--- src/rtl/scsi_reg_pkg.sv ---
package scsi_reg_pkg;

   localparam int REG_IDX_W = 4;
   localparam int NREG      = 1 << REG_IDX_W;

   typedef logic [7:0]           byte_t;
   typedef logic [REG_IDX_W-1:0] idx_t;

   // Slot positions: fixed, host software decodes them
   localparam idx_t IDX_CNT_LO  = 4'h0;
   localparam idx_t IDX_CNT_MID = 4'h1;
   localparam idx_t IDX_CMD     = 4'h3;
   localparam idx_t IDX_STAT    = 4'h4;
   localparam idx_t IDX_CAUSE   = 4'h5;
   localparam idx_t IDX_STEP    = 4'h6;
   localparam idx_t IDX_CFG1    = 4'h8;
   localparam idx_t IDX_CFG2    = 4'hB;
   localparam idx_t IDX_ID      = 4'hE;

   // Operation codes
   localparam logic [6:0] OP_NOP     = 7'h00;
   localparam logic [6:0] OP_FLUSH   = 7'h01;
   localparam logic [6:0] OP_CHIPRST = 7'h02;
   localparam logic [6:0] OP_BUSRST  = 7'h03;
   localparam logic [6:0] OP_XFER    = 7'h10;
   localparam logic [6:0] OP_CCRESP  = 7'h11;
   localparam logic [6:0] OP_MSGOK   = 7'h12;
   localparam logic [6:0] OP_ATN     = 7'h1A;
   localparam logic [6:0] OP_SELATN  = 7'h42;
   localparam logic [6:0] OP_SELSTOP = 7'h43;
   localparam logic [6:0] OP_SELEN   = 7'h44;

   // Status bits
   localparam byte_t ST_IRQ   = 8'h80;
   localparam byte_t ST_GERR  = 8'h40;
   localparam byte_t ST_PERR  = 8'h20;
   localparam int    ST_TC_BIT = 4;
   localparam byte_t ST_TC    = 8'h10;
   localparam byte_t ST_PH_STATUS = 8'h03;
   localparam byte_t ST_RDCLR = ST_IRQ | ST_GERR | ST_PERR;

   // Cause bits
   localparam byte_t CA_BUSRST = 8'h80;
   localparam byte_t CA_DISC   = 8'h20;
   localparam byte_t CA_SVC    = 8'h10;
   localparam byte_t CA_DONE   = 8'h08;

   localparam byte_t STEP_CMD  = 8'h04;

   typedef struct packed {
      logic       dma;
      logic [6:0] op;
      logic       flush;
      logic       chip_rst;
      logic       bus_rst;
      logic       cc_resp;
      logic       msg_ok;
      logic       delegate;
      logic       known;
   } cmd_dec_t;

endpackage

--- src/rtl/scsi_cmd_decode.sv ---
module scsi_cmd_decode
   import scsi_reg_pkg::*;
(
   input  byte_t    cmd_byte,
   output cmd_dec_t dec
);

   logic [6:0] op;
   logic       is_nop;

   assign op = cmd_byte[6:0];

   always_comb begin
      dec          = '0;
      dec.dma      = cmd_byte[7];
      dec.op       = op;
      is_nop       = (op == OP_NOP);
      dec.flush    = (op == OP_FLUSH);
      dec.chip_rst = (op == OP_CHIPRST);
      dec.bus_rst  = (op == OP_BUSRST);
      dec.cc_resp  = (op == OP_CCRESP);
      dec.msg_ok   = (op == OP_MSGOK);
      dec.delegate = (op == OP_XFER) || (op == OP_ATN) || (op == OP_SELATN)
                  || (op == OP_SELSTOP) || (op == OP_SELEN);
      dec.known    = is_nop | dec.flush | dec.chip_rst | dec.bus_rst
                  | dec.cc_resp | dec.msg_ok | dec.delegate;
   end

endmodule

--- src/rtl/scsi_reg_bank.sv ---
module scsi_reg_bank
   import scsi_reg_pkg::*;
#(
   parameter byte_t ID_CODE         = 8'h04,
   parameter byte_t CFG2_KEEP       = 8'h15,
   parameter int    BUSRST_MASK_BIT = 6
)(
   input  logic                  clk,
   input  logic                  rst,
   input  logic                  wr_en,
   input  logic                  rd_en,
   input  idx_t                  idx,
   input  byte_t                 wdata,
   input  cmd_dec_t              dec,
   input  logic                  eng_ack,
   input  logic [2:0]            eng_phase,
   input  byte_t                 eng_cause,
   input  logic [2:0]            eng_step,
   output logic [NREG-1:0][7:0]  rd_file,
   output logic                  irq,
   output logic                  eng_req,
   output logic [6:0]            eng_op,
   output logic                  eng_dma
);

   logic [NREG-1:0][7:0] rf, wf;
   logic [NREG-1:0][7:0] rf_init;
   logic                 cmd_wr;

   always_comb begin
      rf_init          = '0;
      rf_init[IDX_ID]  = ID_CODE;
   end

   assign cmd_wr  = wr_en && (idx == IDX_CMD);
   assign rd_file = rf;

   always_ff @(posedge clk) begin
      if (rst) begin
         rf      <= rf_init;
         wf      <= '0;
         irq     <= 1'b0;
         eng_req <= 1'b0;
         eng_op  <= '0;
         eng_dma <= 1'b0;
      end else begin
         eng_req <= 1'b0;
         // host takes the interrupt
         if (rd_en && idx == IDX_CAUSE) begin
            rf[IDX_STAT] <= rf[IDX_STAT] & ~ST_RDCLR;
            irq          <= 1'b0;
         end
         // phase engine completion
         if (eng_ack) begin
            rf[IDX_STAT]  <= ST_IRQ | ST_TC | {5'b0, eng_phase};
            rf[IDX_CAUSE] <= eng_cause;
            rf[IDX_STEP]  <= {5'b0, eng_step};
            irq           <= 1'b1;
         end
         if (wr_en) begin
            wf[idx] <= wdata;
            case (idx)
               IDX_CNT_LO, IDX_CNT_MID: rf[IDX_STAT][ST_TC_BIT] <= 1'b0;
               IDX_CFG1, 4'hC, 4'hD, 4'hE, 4'hF: rf[idx] <= wdata;
               IDX_CFG2: rf[idx] <= wdata & CFG2_KEEP;
               IDX_CMD: begin
                  rf[IDX_CMD] <= wdata;
                  if (dec.known && dec.dma) begin
                     rf[IDX_CNT_LO]  <= wf[IDX_CNT_LO];
                     rf[IDX_CNT_MID] <= wf[IDX_CNT_MID];
                  end
                  if (dec.flush) begin
                     rf[IDX_CAUSE] <= CA_DONE;
                     rf[IDX_STEP]  <= 8'h00;
                  end
                  if (dec.bus_rst) begin
                     rf[IDX_CAUSE] <= CA_BUSRST;
                     if (!wf[IDX_CFG1][BUSRST_MASK_BIT]) irq <= 1'b1;
                  end
                  if (dec.cc_resp) begin
                     rf[IDX_STAT]  <= ST_IRQ | ST_TC | ST_PH_STATUS;
                     rf[IDX_CAUSE] <= CA_SVC | CA_DONE;
                     rf[IDX_STEP]  <= STEP_CMD;
                     irq           <= 1'b1;
                  end
                  if (dec.msg_ok) begin
                     rf[IDX_STAT]  <= ST_IRQ | ST_TC | ST_PH_STATUS;
                     rf[IDX_CAUSE] <= CA_DISC;
                     rf[IDX_STEP]  <= 8'h00;
                     irq           <= 1'b1;
                  end
                  if (dec.delegate) begin
                     eng_req <= 1'b1;
                     eng_op  <= dec.op;
                     eng_dma <= dec.dma;
                  end
                  if (dec.chip_rst) begin
                     rf  <= rf_init;
                     wf  <= '0;
                     irq <= 1'b0;
                  end
               end
               default: ;
            endcase
         end
      end
   end

   AST_IRQ_TAKEN: assert property (@(posedge clk) disable iff (rst)
      (rd_en && idx == IDX_CAUSE && !wr_en && !eng_ack) |=> !irq);
   AST_BUSRST_CAUSE: assert property (@(posedge clk) disable iff (rst)
      (cmd_wr && wdata[6:0] == OP_BUSRST) |=> (rd_file[IDX_CAUSE] == CA_BUSRST));
   AST_CHIPRST_ID: assert property (@(posedge clk) disable iff (rst)
      (cmd_wr && wdata[6:0] == OP_CHIPRST) |=> (rd_file[IDX_ID] == ID_CODE && !irq));
   AST_FLUSH_DONE: assert property (@(posedge clk) disable iff (rst)
      (cmd_wr && wdata[6:0] == OP_FLUSH) |=> (rd_file[IDX_CAUSE] == CA_DONE && rd_file[IDX_STEP] == 8'h00));
   AST_REQ_FROM_CMD: assert property (@(posedge clk) disable iff (rst)
      eng_req |-> $past(cmd_wr));
   AST_UNKNOWN_QUIET: assert property (@(posedge clk) disable iff (rst)
      (cmd_wr && !dec.known) |=> !eng_req);

endmodule

--- src/rtl/scsi_host_regs.sv ---
module scsi_host_regs
   import scsi_reg_pkg::*;
#(
   parameter int    ADDR_W          = 8,
   parameter byte_t ID_CODE         = 8'h04,
   parameter byte_t CFG2_KEEP       = 8'h15,
   parameter int    BUSRST_MASK_BIT = 6,
   parameter bit    RDATA_REG       = 1'b0
)(
   input  logic              clk,
   input  logic              rst,
   input  logic [ADDR_W-1:0] host_addr,
   input  logic              host_wr,
   input  logic              host_rd,
   input  logic [7:0]        host_wdata,
   output logic [7:0]        host_rdata,
   output logic              irq,
   output logic              eng_req,
   output logic [6:0]        eng_op,
   output logic              eng_dma,
   input  logic              eng_ack,
   input  logic [2:0]        eng_phase,
   input  logic [7:0]        eng_cause,
   input  logic [2:0]        eng_step
);

   localparam int IDX_LSB = 2;
   localparam int IDX_MSB = IDX_LSB + REG_IDX_W - 1;

   generate
      if (ADDR_W < IDX_MSB + 1) begin : g_bad_addr
         $error("ADDR_W too narrow for the slot index");
      end
      if (BUSRST_MASK_BIT < 0 || BUSRST_MASK_BIT > 7) begin : g_bad_bit
         $error("BUSRST_MASK_BIT outside the byte");
      end
   endgenerate

   idx_t                 idx;
   cmd_dec_t             dec;
   logic [NREG-1:0][7:0] rd_file;

   assign idx = host_addr[IDX_MSB:IDX_LSB];

   scsi_cmd_decode u_dec (
      .cmd_byte (host_wdata),
      .dec      (dec)
   );

   scsi_reg_bank #(
      .ID_CODE         (ID_CODE),
      .CFG2_KEEP       (CFG2_KEEP),
      .BUSRST_MASK_BIT (BUSRST_MASK_BIT)
   ) u_bank (
      .clk       (clk),
      .rst       (rst),
      .wr_en     (host_wr),
      .rd_en     (host_rd),
      .idx       (idx),
      .wdata     (host_wdata),
      .dec       (dec),
      .eng_ack   (eng_ack),
      .eng_phase (eng_phase),
      .eng_cause (eng_cause),
      .eng_step  (eng_step),
      .rd_file   (rd_file),
      .irq       (irq),
      .eng_req   (eng_req),
      .eng_op    (eng_op),
      .eng_dma   (eng_dma)
   );

   generate
      if (RDATA_REG) begin : g_rd_flop
         always_ff @(posedge clk) begin
            if (rst)          host_rdata <= '0;
            else if (host_rd) host_rdata <= rd_file[idx];
         end
      end else begin : g_rd_comb
         assign host_rdata = rd_file[idx];
      end
   endgenerate

   AST_CFG2_STORE: assert property (@(posedge clk) disable iff (rst)
      (host_wr && idx == IDX_CFG2) |=> (rd_file[IDX_CFG2] == ($past(host_wdata) & CFG2_KEEP)));
   AST_WRITE_ONLY_SLOT: assert property (@(posedge clk) disable iff (rst)
      (host_wr && idx == 4'h7) |=> $stable(rd_file[7]));
   AST_ACK_IRQ: assert property (@(posedge clk) disable iff (rst)
      (eng_ack && !host_wr) |=> irq);

endmodule

--- config.mk ---
export PLATFORM = sky130hd
export DESIGN_NAME = scsi_host_regs
export DESIGN_NICKNAME = d
export VERILOG_FILES = /design/src/rtl/scsi_reg_pkg.sv /design/src/rtl/scsi_cmd_decode.sv /design/src/rtl/scsi_reg_bank.sv /design/src/rtl/scsi_host_regs.sv
export SDC_FILE = /design/constraint.sdc
export NUM_CORES = 1
export LEC_CHECK = 0
export ABC_AREA = 1
export ABC_CLOCK_PERIOD_IN_PS = 1300
export BUFFER_PORTS_ARGS = -buffer_cell sky130_fd_sc_hd__buf_2
export CELL_PAD_IN_SITES_DETAIL_PLACEMENT = 0
export CELL_PAD_IN_SITES_GLOBAL_PLACEMENT = 2
export CORE_MARGIN = 2
export CORE_UTILIZATION = 31
export DETAILED_ROUTE_END_ITERATION = 10
export GPL_TIMING_DRIVEN = 0
export MAX_ROUTING_LAYER = met4
export PLACE_DENSITY = 0.86
export SETUP_SLACK_MARGIN = 0.5
export SLEW_MARGIN = 40
export SYNTH_ARGS = -nofsm -noshare
export SYNTH_HDL_FRONTEND = slang
export SYNTH_SLANG_ARGS = --single-unit
--- constraint.sdc ---
create_clock -name clk -period 1.3 [get_ports clk]
set_input_delay 0 -clock clk [delete_from_list [all_inputs] [get_ports clk]]
set_output_delay 0 -clock clk [all_outputs]
set_load 0.02 [all_outputs]
# Word-level counts from Yosys, hierarchy flattened
# Cells that the tools add are included.
# classes
reduce_logical	17
bitwise	8
n_lt_le_gt_ge	2
muxes	32
eq_ne	21
# ops
operator	n
bitwise mux 128 bit	3
two-way mux 128 bit	3
one-hot mux 91 bit (3 select lines)	1
one-hot mux 36 bit (3 select lines)	1
two-way mux 24 bit	4
two-way mux 56 bit	1
binary-select mux 8 bit (select 4 bit)	1
demux 8 bit (select 4 bit)	1
two-way mux 16 bit	2
two-way mux 8 bit	4
== test 7 x 5 -> 1 bit (second input constant)	4
== test 4 bit (second input constant)	6
== test 7 bit (second input constant)	3
== test 7 x 2 -> 1 bit (second input constant)	2
two-way mux 1 bit	10
AND reduction 3 bit	3
== test 7 x 1 -> 1 bit (second input constant)	1
logical NOT 7 bit	1
OR 1 bit	6
< comparator 4 x 5 -> 1 bit (second input constant)	1
OR reduction 5 bit	1
== test 4 x 1 -> 1 bit (second input constant)	1
== test 4 x 2 -> 1 bit (second input constant)	1
== test 4 x 3 -> 1 bit (second input constant)	1
12 further kinds	18
# totals
output_inout_bits	18
reg_bits	266
inputBits	35
wordCells	116

# Logic depth before layout (Yosys ltp)
# Gate-level depths: netlist (run 1).
# logic_depth
word_depth	12
ltp_mapped	13
mapped_depth_nobuf	11

# By module
# A second synthesis (run 1) with hierarchy kept.
# unflattened
hier_cells	1462
hier_area_um2	8833.5
# by_module_without_submodules
module	cells_per_inst	seq_area_each_um2	instances	area_each_um2
scsi_reg_bank	1026	3103.0	1	6945.4
scsi_host_regs	388	0.0	1	1656.6
scsi_cmd_decode	48	0.0	1	231.5

# Least setup slack after synthesis (run 1)
# No wires, ideal clock.
# synth_path
path_kind	input-to-reg
start	input port host_wdata[4]
end	register u_bank.rf (netlist bit u_bank.rd_file[0])
path_stages	11
setup_ns	0.115
required_time_ns	1.185
path_buffers	3
path_slack_ns	-0.109
arrival_time_ns	1.294
cell_sequence	buf_2 -> nor2_2 -> nand2_1 -> nor2_4 -> nor2_8 -> nor2_8 -> buf_6 -> inv_2 -> buf_2 -> a21oi_1 -> nor2_1
# synth_between
elab_chain_cells	10
word_cells_on_any_way	26
cone_classes	eq/ne: 11; mux: 2; bitwise: 6; reduce/logical: 7
# synth_rtl
element	line	source
from (decl)	scsi_host_regs.sv:15	input logic [7:0] host_wdata,
== test 7 x 1 -> 1 bit or logical NOT 7 bit (tied branches)	scsi_cmd_decode.sv:18, scsi_cmd_decode.sv:17	
OR 1 bit (3 in a row)	scsi_cmd_decode.sv:25	dec.known = is_nop | dec.flush | dec.chip_rst | dec.bus_rst
OR 1 bit (3 in a row)	scsi_cmd_decode.sv:26	| dec.cc_resp | dec.msg_ok | dec.delegate;
logical AND 1 bit	scsi_reg_bank.sv:68	if (dec.known && dec.dma) begin
inequality test 3 bit (no line)	n/a	
AND reduction 3 bit (no line)	n/a	
to (signal, indexed assignment)	scsi_reg_bank.sv:67	rf[IDX_CMD] <= wdata;
to (signal, indexed assignment)	scsi_reg_bank.sv:69	rf[IDX_CNT_LO] <= wf[IDX_CNT_LO];
to (signal, indexed assignment)	scsi_reg_bank.sv:70	rf[IDX_CNT_MID] <= wf[IDX_CNT_MID];
to (decl)	scsi_reg_bank.sv:26	logic [NREG-1:0][7:0] rf, wf;
# Parallel ways exist; a longest one is shown, timed or not. The select of a mux whose other input is x is not followed.
# A chain may end at the register's enable or synchronous reset.

# Final worst setup path (run 1)
# layout_path
start	register u_bank.rf (netlist bit u_bank.rd_file[39])
end	output port host_rdata[7]
# layout_between
elab_chain_cells	2
# layout_rtl
element	line	source
from (signal assigned)	scsi_reg_bank.sv:40	rf <= rf_init;
from (signal, indexed assignment)	scsi_reg_bank.sv:50	rf[IDX_STAT] <= rf[IDX_STAT] & ~ST_RDCLR;
from (signal, indexed assignment)	scsi_reg_bank.sv:55	rf[IDX_STAT] <= ST_IRQ | ST_TC | {5'b0, eng_phase};
binary-select mux 8 bit (select 4 bit)	scsi_host_regs.sv:80	assign host_rdata = rd_file[idx];
two-way mux 8 bit (implied by the code)	scsi_host_regs.sv:80	
to (decl)	scsi_host_regs.sv:16	output logic [7:0] host_rdata,
# Every way passes these cells. The select of a mux whose other input is x is not followed.

==> metrics.md, run 1 <==
| Metric | Value |
|---|---|
| Arrival time worst endpoint | `about 1.5 ns` |
| Pint | `~8200 uW` |
| Clock Tree Buf Depth | `2` |
| Switching power | `3128 uW` |
| Critical path endpoint category | `output pin` |
| Gpl congestion | `0.8905` |
| DIE HEIGHT | `158.2 um` |
| CTS tree | `built` |
| Fmax | `between 600 and 700 MHz` |
| Distinct cells, synth | `34` |
| # H-tree levels | `4` |
| Core area | `between 20,000 and 25,000 um^2` |
| Max stage delay on crit path | `around 0.33 ns` |
| Pleak | `~0.0044 uW` |
| Yosys top cell by area | `dfxtp_1` |
| Top area cells in the synthesized netlist | `dfxtp_1, nand2_1, inv_1, nor2_1, o21ai_0` |
| IO Pins | `53` |
| Net Sw Frac | `between 20% and 30%` |
| Share of cells above drive strength 1 | `between 20% and 30%` |
| Worst min-delay path class | `in -> reg` |
| Fin util | `between 40% and 50%` |
| Clk pwr share | `43.5%` |
| Critical-path maximum fanout | `2` |
| Vias | `roughly 7.4k` |
| Fin area | `approximately 10000 um^2` |
| Met3 wire len | `~1200 um` |
| Skew final | `0.002314 ns` |
| Top cell type's share of synthesized area | `between 40% and 50%` |
| Top routing layer used | `met4` |
| Crit path max-delay cell type | `dfxtp_2` |
| Synth Net Count | `1,094` |
| Post-synthesis sequential area ratio | `between 40% and 50%` |
| Area Growth Syn to Fin | `34.57%` |
| Number of synthesized flops with an enable pin | `0` |
| Detail Route met2 WL | `about 13,000 um` |
| Critical Path RT | `approximately 1.3 ns` |
| WP buf/inv | `1` |
| Final setup fails | `8` |
| GR Overflow Total | `0` |
| Flop pwr share | `a little over two fifths` |
| Clock Latency Late Sink | `between 0.4 and 0.5 ns` |
| Failing checks | `negative setup slack` |
| Chip width | `158.2 um` |
| WL met1 | `12,950 um` |
| Row count | `56` |
| Post-synthesis average cell area | `between 6 and 7 um^2` |
| First-pass GRT wire length | `between 40,000 and 50,000 um` |
| DP Area | `roughly 8500 um^2` |
| Gate power share | `13.0%` |
| Worst Setup Path Type | `reg -> out` |
| Cts bufs inserted | `17` |
| Max_cap viols | `0` |
| Async SR Flop Fraction | `0%` |
| Slew headroom | `49.54%` |
| Non-Filler Instances | `1,487` |
| Detailed Routing Iterations Pass 1 | `5` |
| Final Hold Viols | `0` |
| Critical path startpoint category | `flop` |
| Initial antenna violation count | `0` |
| Clk sinks | `around 160` |
| CTS clk-pin slew, worst paths | `around 0.06 ns` |
| PD cells | `1142 nW/um^2` |
| Placed insts | `1,419` |
| Clock period minus worst slack | `~1.5 ns` |
| Least-Margin Pin Slew | `0.7568 ns` |
| Final period utilization | `115.1%` |
| HPWL Detailed | `between 15,000 and 20,000 um` |
| Synth Flop Type | `dfxtp_1` |
| Synthesized cell area | `7368 um^2` |
| Status | `finished with violations` |
| DR DRC count | `0` |
| Total die area | `25,020 um^2` |
| Synthesized flop and latch total | `155` |
| # diodes | `0` |
| Vias in the first global route | `~7k` |
| Top delay family on crit path | `simple AND/OR/NAND/NOR gates` |
| Slew Limit Fails | `0` |
| Clock root buffer master | `clkbuf_16` |
| Largest net degree at the start of global routing | `17` |
| Overall Global Routing Usage | `a little under a quarter` |
| DP Worst Slack | `-0.7442 ns` |
| Fin worst setup slack | `-0.1967 ns` |
| Input/output buffers | `slightly above 40` |
| First DRT Iteration DRCs | `491` |
| Initial core utilization | `a little under a third` |
| Crit path cell chain | `a22oi_2 -> nand2_1 -> nand2_2 -> nand4_1 -> buf_4` |
| Drt wl/cell | `~19 um` |
| Vias/cell | `4.948` |
| Max VDD drop | `between 0.7 and 0.8 mV` |
| Final net count | `1,190` |
| Final wirelength | `around 28,000 um` |
| Final ANT Viol Nets | `0` |
| Syn Inst Count | `between 1k and 1.5k` |
| Syn. warnings | `0` |
| RSZ-0062 raised after global routing | `yes` |
==> synthesized netlist by cell type, types with 10 or more instances <==
cell	count
o21ai_0	70
o22ai_1	26
dfxtp_1	155
buf_2	22
clkbuf_1	28
nand4_1	10
nand2_1	242
nand3_1	52
inv_1	136
nor2_1	107
nor3_1	11
nor3b_1	20
a211oi_1	17
a21oi_1	69
a22oi_1	31
==> kinds of logic after synthesis <==
| logic type | Yosys count | synth area share, % |
|---|---|---|
| muxes | 6 | 0.8151 |
| and+or+nand+nor | 462 | 27.27 |
| AOI/OAI and AO/OA | 230 | 18.53 |
| buffers and inverters | 206 | 11.28 |
| DFF | 155 | 42.11 |
==> through the flow <==
stage / setup TNS, ns / hold WS [ns] / power, uW
2_1_floorplan: 0 / 0.1031 / 5807
3_3_place_gp: -73.44 / 0.2888 / 6255
3_5_place_dp: -70.55 / 0.2926 / 6253
4_1_cts: -1.473 / 0.003253 / 11330
5_1_grt: -2.034 / 0.02995 / 11700
6_report: -1.415 / 0.009645 / 11320
==> placed cells by master, fill, tap and decap left out, types with 15 or more instances in the layout <==
master,count
clkbuf_16,18
a211oi_1,17
nor2_1,89
nand2_1,213
o21ai_0,45
inv_2,16
nor2_4,16
dlygate4sd3_1,25
buf_4,20
a21oi_2,22
o22ai_1,16
buf_2,31
nor3b_1,19
a22oi_1,15
a21oi_1,46
dfxtp_1,141
a22oi_2,16
inv_1,115
nand3_1,51
nand2_2,26
buf_6,17
==> final cells by class <==
cell class                 count  area, um^2
clock inverter                11       122.6
inverter                     146       618.1
multi-input combinational    698        4033
clock buffer                  21       440.4
buffer                        60       563.0
tap                          319       399.1
sequential                   155        3120
timing repair buffer          77       619.3
fill                        2465       13490
==> power by group through the flow <==
stage               clock [uW]  combinational (uW)  sequential [uW]
floorplan                    0                 809             5000
global placement             0                1250             5010
detailed placement           0                1240             5010
CTS                       4990                1430             4910
global route              5180                1590             4930
finish                    4930                1480             4920
==> metal layers <==
| layer | up-vias | GRT usage, % |
|---|---|---|
| met5 | - | - |
| met4 | 0 | 10.60 |
| met3 | 57 | 3.312 |
| met2 | 185 | 35.61 |
| met1 | 3455 | 30.33 |
| li1 | 3661 | - |
==> state kept, by name, indices dropped and copies added (netlist names) <==
name and count:
u_bank.eng_req 1, u_bank.wf 17, u_bank.eng_dma 1, u_bank.eng_op 7, u_bank.rd_file 128, u_bank.irq 1
==> final timing paths <==
check / startpoint / endpoint / depth (start not counted) / slack [ns]
worst max register to register: u_bank.rd_file[36]$_SDFF_PP0_ / u_bank.rd_file[36]$_SDFF_PP0_ / 6 / 0.29
worst max-delay path: u_bank.rd_file[39]$_SDFF_PP0_ / host_rdata[7] / 5 / -0.20
worst min register to register: u_bank.rd_file[73]$_SDFFE_PP0P_ / u_bank.rd_file[73]$_SDFFE_PP0P_ / 2 / 0.44
worst min-delay path: host_wdata[0] / u_bank.rd_file[120]$_SDFFE_PP0P_ / 4 / 0.01
==> worst min-delay path, stage by stage <==
cell	delay [ns]
buf_4	0.11
buf_12	0.15
nor2_1	0.06
nor2_1	0.08
==> repair_timing <==
item,in CTS,in global routing
hold endpoints to repair,60,0
hold buffers,26,0
gates resized for setup,124,59
pin swaps,38,37
buffers inserted,8,2
setup endpoints to repair,173,173
cloned,0,0
(Power assumes the default switching activity.)
==> run 2: changes to the inputs <==
- GPL_TIMING_DRIVEN: 0 -> default
==> run 2 against run 1 <==
Effect of this change: the flow still finishes with violations (negative setup slack); critical path type unchanged; routed wire length grew 13%; sequential power hardly changed; largest cell class unchanged; flip-flop and latch count unchanged; global-route usage grew 1.2 points; sequential share of layout area is 7.9 points lower; clock-buffer cell count is 4 lower; register-to-register slack got worse by 0.33 ns; hold slack got worse by 0.0032 ns; cell count grew 10%.
==> metrics.md, run 2 (same netlist as run 1, synthesis figures left out) <==
| Metric | Value |
|---|---|
| Status | `finished with violations` |
| Failing checks | `negative setup slack` |
| Overall Global Routing Usage | `24.40% (+1.2 points)` |
| Switching power | `3620 uW (+16%)` |
| R2r setup slk | `-0.04 ns (-0.33 ns)` |
| Clk pwr share | `42.4% (-1.1 points)` |
| Clock Latency Late Sink | `0.43 ns (about the same)` |
| Reg2reg end | `u_bank.rd_file[125]$_SDFFE_PP0P_` |
| Vias in the first global route | `7,832 (+14%)` |
| Total power | `12,540 uW (+11%)` |
| Largest register FFs | `128 (unchanged)` |
| Row count | `56 (unchanged)` |
| GR Overflow Total | `0 (unchanged)` |
| DP Worst Slack | `-0.2396 ns (+0.5046 ns)` |
| HPWL Detailed | `18,460 um (-6.1%)` |
| # H-tree levels | `4 (unchanged)` |
| DR DRC count | `0 (unchanged)` |
| Fmax | `634.8 MHz (-5.0%)` |
| Area Growth Syn to Fin | `80.71%` |
| CTS tree | `built` |
| Slew headroom | `65.75% (+16 points)` |
| Final net count | `1,337 (+12%)` |
| Drt wl/cell | `19.14 um (+2.6%)` |
| Skew final | `0.006701 ns (+0.004387 ns)` |
| Pint | `8922 uW (+8.9%)` |
| Initial antenna violation count | `1 (+1)` |
| Final setup fails | `9 (+1)` |
| Reg2reg start | `u_bank.rd_file[125]$_SDFFE_PP0P_` |
| Critical Path RT | `1.30 ns (about the same)` |
| Chip width | `158.2 um (unchanged)` |
| Worst Setup Path Type | `reg -> out` |
| Clock period minus worst slack | `1.575 ns (+0.07859 ns)` |
| Flop pwr share | `39.2% (-4.2 points)` |
| Most frequent cells in the layout | `nand2_1, dfxtp_1, buf_4` |
| Detailed Routing Iterations Pass 1 | `5 (unchanged)` |
| Least-Margin Pin Slew | `0.5138 ns (-0.2431 ns)` |
| IO Pins | `53 (unchanged)` |
| PD cells | `941.9 nW/um^2 (-18%)` |
| First-pass GRT wire length | `44,750 um (+7.8%)` |
| Clock root buffer master | `clkbuf_16` |
| Post-route setup TNS | `-1.903 ns (-0.4878 ns)` |
| Cts bufs inserted | `17 (unchanged)` |
| DIE HEIGHT | `158.2 um (unchanged)` |
| Cell count of the worst reg-to-reg path | `10 (+4)` |
| Critical-path maximum fanout | `2 (unchanged)` |
| Final Hold Viols | `0 (unchanged)` |
| Slew Limit Fails | `0 (unchanged)` |
| First DRT Iteration DRCs | `649 (+32%)` |
| Pleak | `0.005682 uW (+29%)` |
| Share of cells above drive strength 1 | `56.73% (+30 points)` |
| CTS clk-pin slew, worst paths | `0.06 ns (about the same)` |
| Hold Crit Depth | `4 (unchanged)` |
| Gate power share | `18.4% (+5.4 points)` |
| Net Sw Frac | `28.86% (+1.2 points)` |
| Vias/cell | `5.139 (+3.9%)` |
| Final period utilization | `121.2% (+6.0 points)` |
| RSZ-0062 raised after global routing | `yes` |
| Vias | `8,403 (+14%)` |
| Hold Startpoint | `host_wdata[1]` |
| Worst min-delay path class | `in -> reg` |
| Final wirelength | `31,300 um (+13%)` |
| Final ANT Viol Nets | `0 (unchanged)` |
| Max VDD drop | `0.8544 mV (+20%)` |
| Commonest non-fill, non-tap cell in the layout | `nand2_1` |
| Gpl congestion | `0.8260 (-7.2%)` |
| Arrival time worst endpoint | `1.58 ns (+0.08 ns)` |
| Max_cap viols | `0 (unchanged)` |
| Total die area | `25,020 um^2 (unchanged)` |
| Largest net degree at the start of global routing | `60 (+43)` |
| Fin worst setup slack | `-0.2753 ns (-0.07859 ns)` |
| Clock Tree Buf Depth | `2 (unchanged)` |
| Critical path endpoint category | `output pin` |
| Hold Path End | `u_bank.eng_op[1]$_SDFFE_PP0P_` |
| Critical path startpoint category | `flop` |
| Core area | `23,400 um^2 (unchanged)` |
| Input/output buffers | `48 (+17%)` |
| Initial core utilization | `31.49% (unchanged)` |
| Clk sinks | `155 (unchanged)` |
-- run 2: area by class of cell --
type | instances | area [um^2]
fill | 2030 | 10090
sequential | 155 | 3136
antenna | 1 | 2.502
timing repair inverter | 3 | 48.80
clock buffer | 17 | 425.4
multi-input combinational | 701 | 5469
timing repair buffer | 278 | 2979
clock inverter | 15 | 187.7
tap | 319 | 399.1
inverter | 146 | 668.1
-- run 2: repair_timing --
action	CTS	global route
hold buffers	18	0
pin swaps	100	115
hold endpoints to repair	19	0
gates resized for setup	344	334
endpoints found under the setup margin	169	173
cloned	15	2
setup buffers	37	26
-- run 2: layer usage --
metal  share of wire, %  vias to the layer above  global-route usage [%]
met5                  0                        -                       -
met4                3.4                        0                   9.610
met3                5.6                       68                   4.106
met2                 48                      312                   38.36
met1                 43                     4054                   31.33
li1                   -                     3969                       -
-- run 2: worst max-delay path by stage --
stage                                          from                                to  slack (ns)
finish              u_bank.rd_file[27]$_SDFFE_PP0P_                     host_rdata[3]       -0.28
global route        u_bank.rd_file[27]$_SDFFE_PP0P_                     host_rdata[3]       -0.34
CTS                 u_bank.rd_file[27]$_SDFFE_PP0P_                     host_rdata[3]       -0.26
detailed placement                     host_addr[2]  u_bank.rd_file[110]$_SDFFE_PP0P_       -0.24
global placement                      host_wdata[0]   u_bank.rd_file[11]$_SDFFE_PP0P_       -0.25
floorplan                             host_wdata[5]  u_bank.rd_file[115]$_SDFFE_PP0P_        0.05
-- run 2: stage by stage --
| stage | instance area (um^2) | std cells | hold WS, ns | utilization, % |
|---|---|---|---|---|
| floorplan | 7850 | 1059 | 0.1031 | - |
| global placement | 9208 | 1504 | 0.3196 | 39.34 |
| detailed placement | 9208 | 1504 | 0.3144 | 39.34 |
| CTS | 11850 | 1606 | 0.0004511 | 50.62 |
| global route | 13320 | 1635 | 0.003639 | 56.90 |
| finish | 13320 | 1635 | 0.006456 | 56.90 |
-- run 2: critical path, cell delays in order (launching register included) --
cell	delay, ns
dfxtp_2	0.32
a22o_1	0.21
o21ai_2	0.16
buf_4	0.13
nand4_1	0.15
buf_6	0.18
-- run 2: power groups by stage --
stage | logic [uW] | registers (uW) | clock network (uW)
after global placement | 1390 | 5010 | 0
after detailed placement | 1390 | 5010 | 0
final | 2310 | 4920 | 5320
after CTS | 1970 | 4910 | 5360
after floorplan | 809 | 5000 | 0
after global routing | 2420 | 4920 | 5570
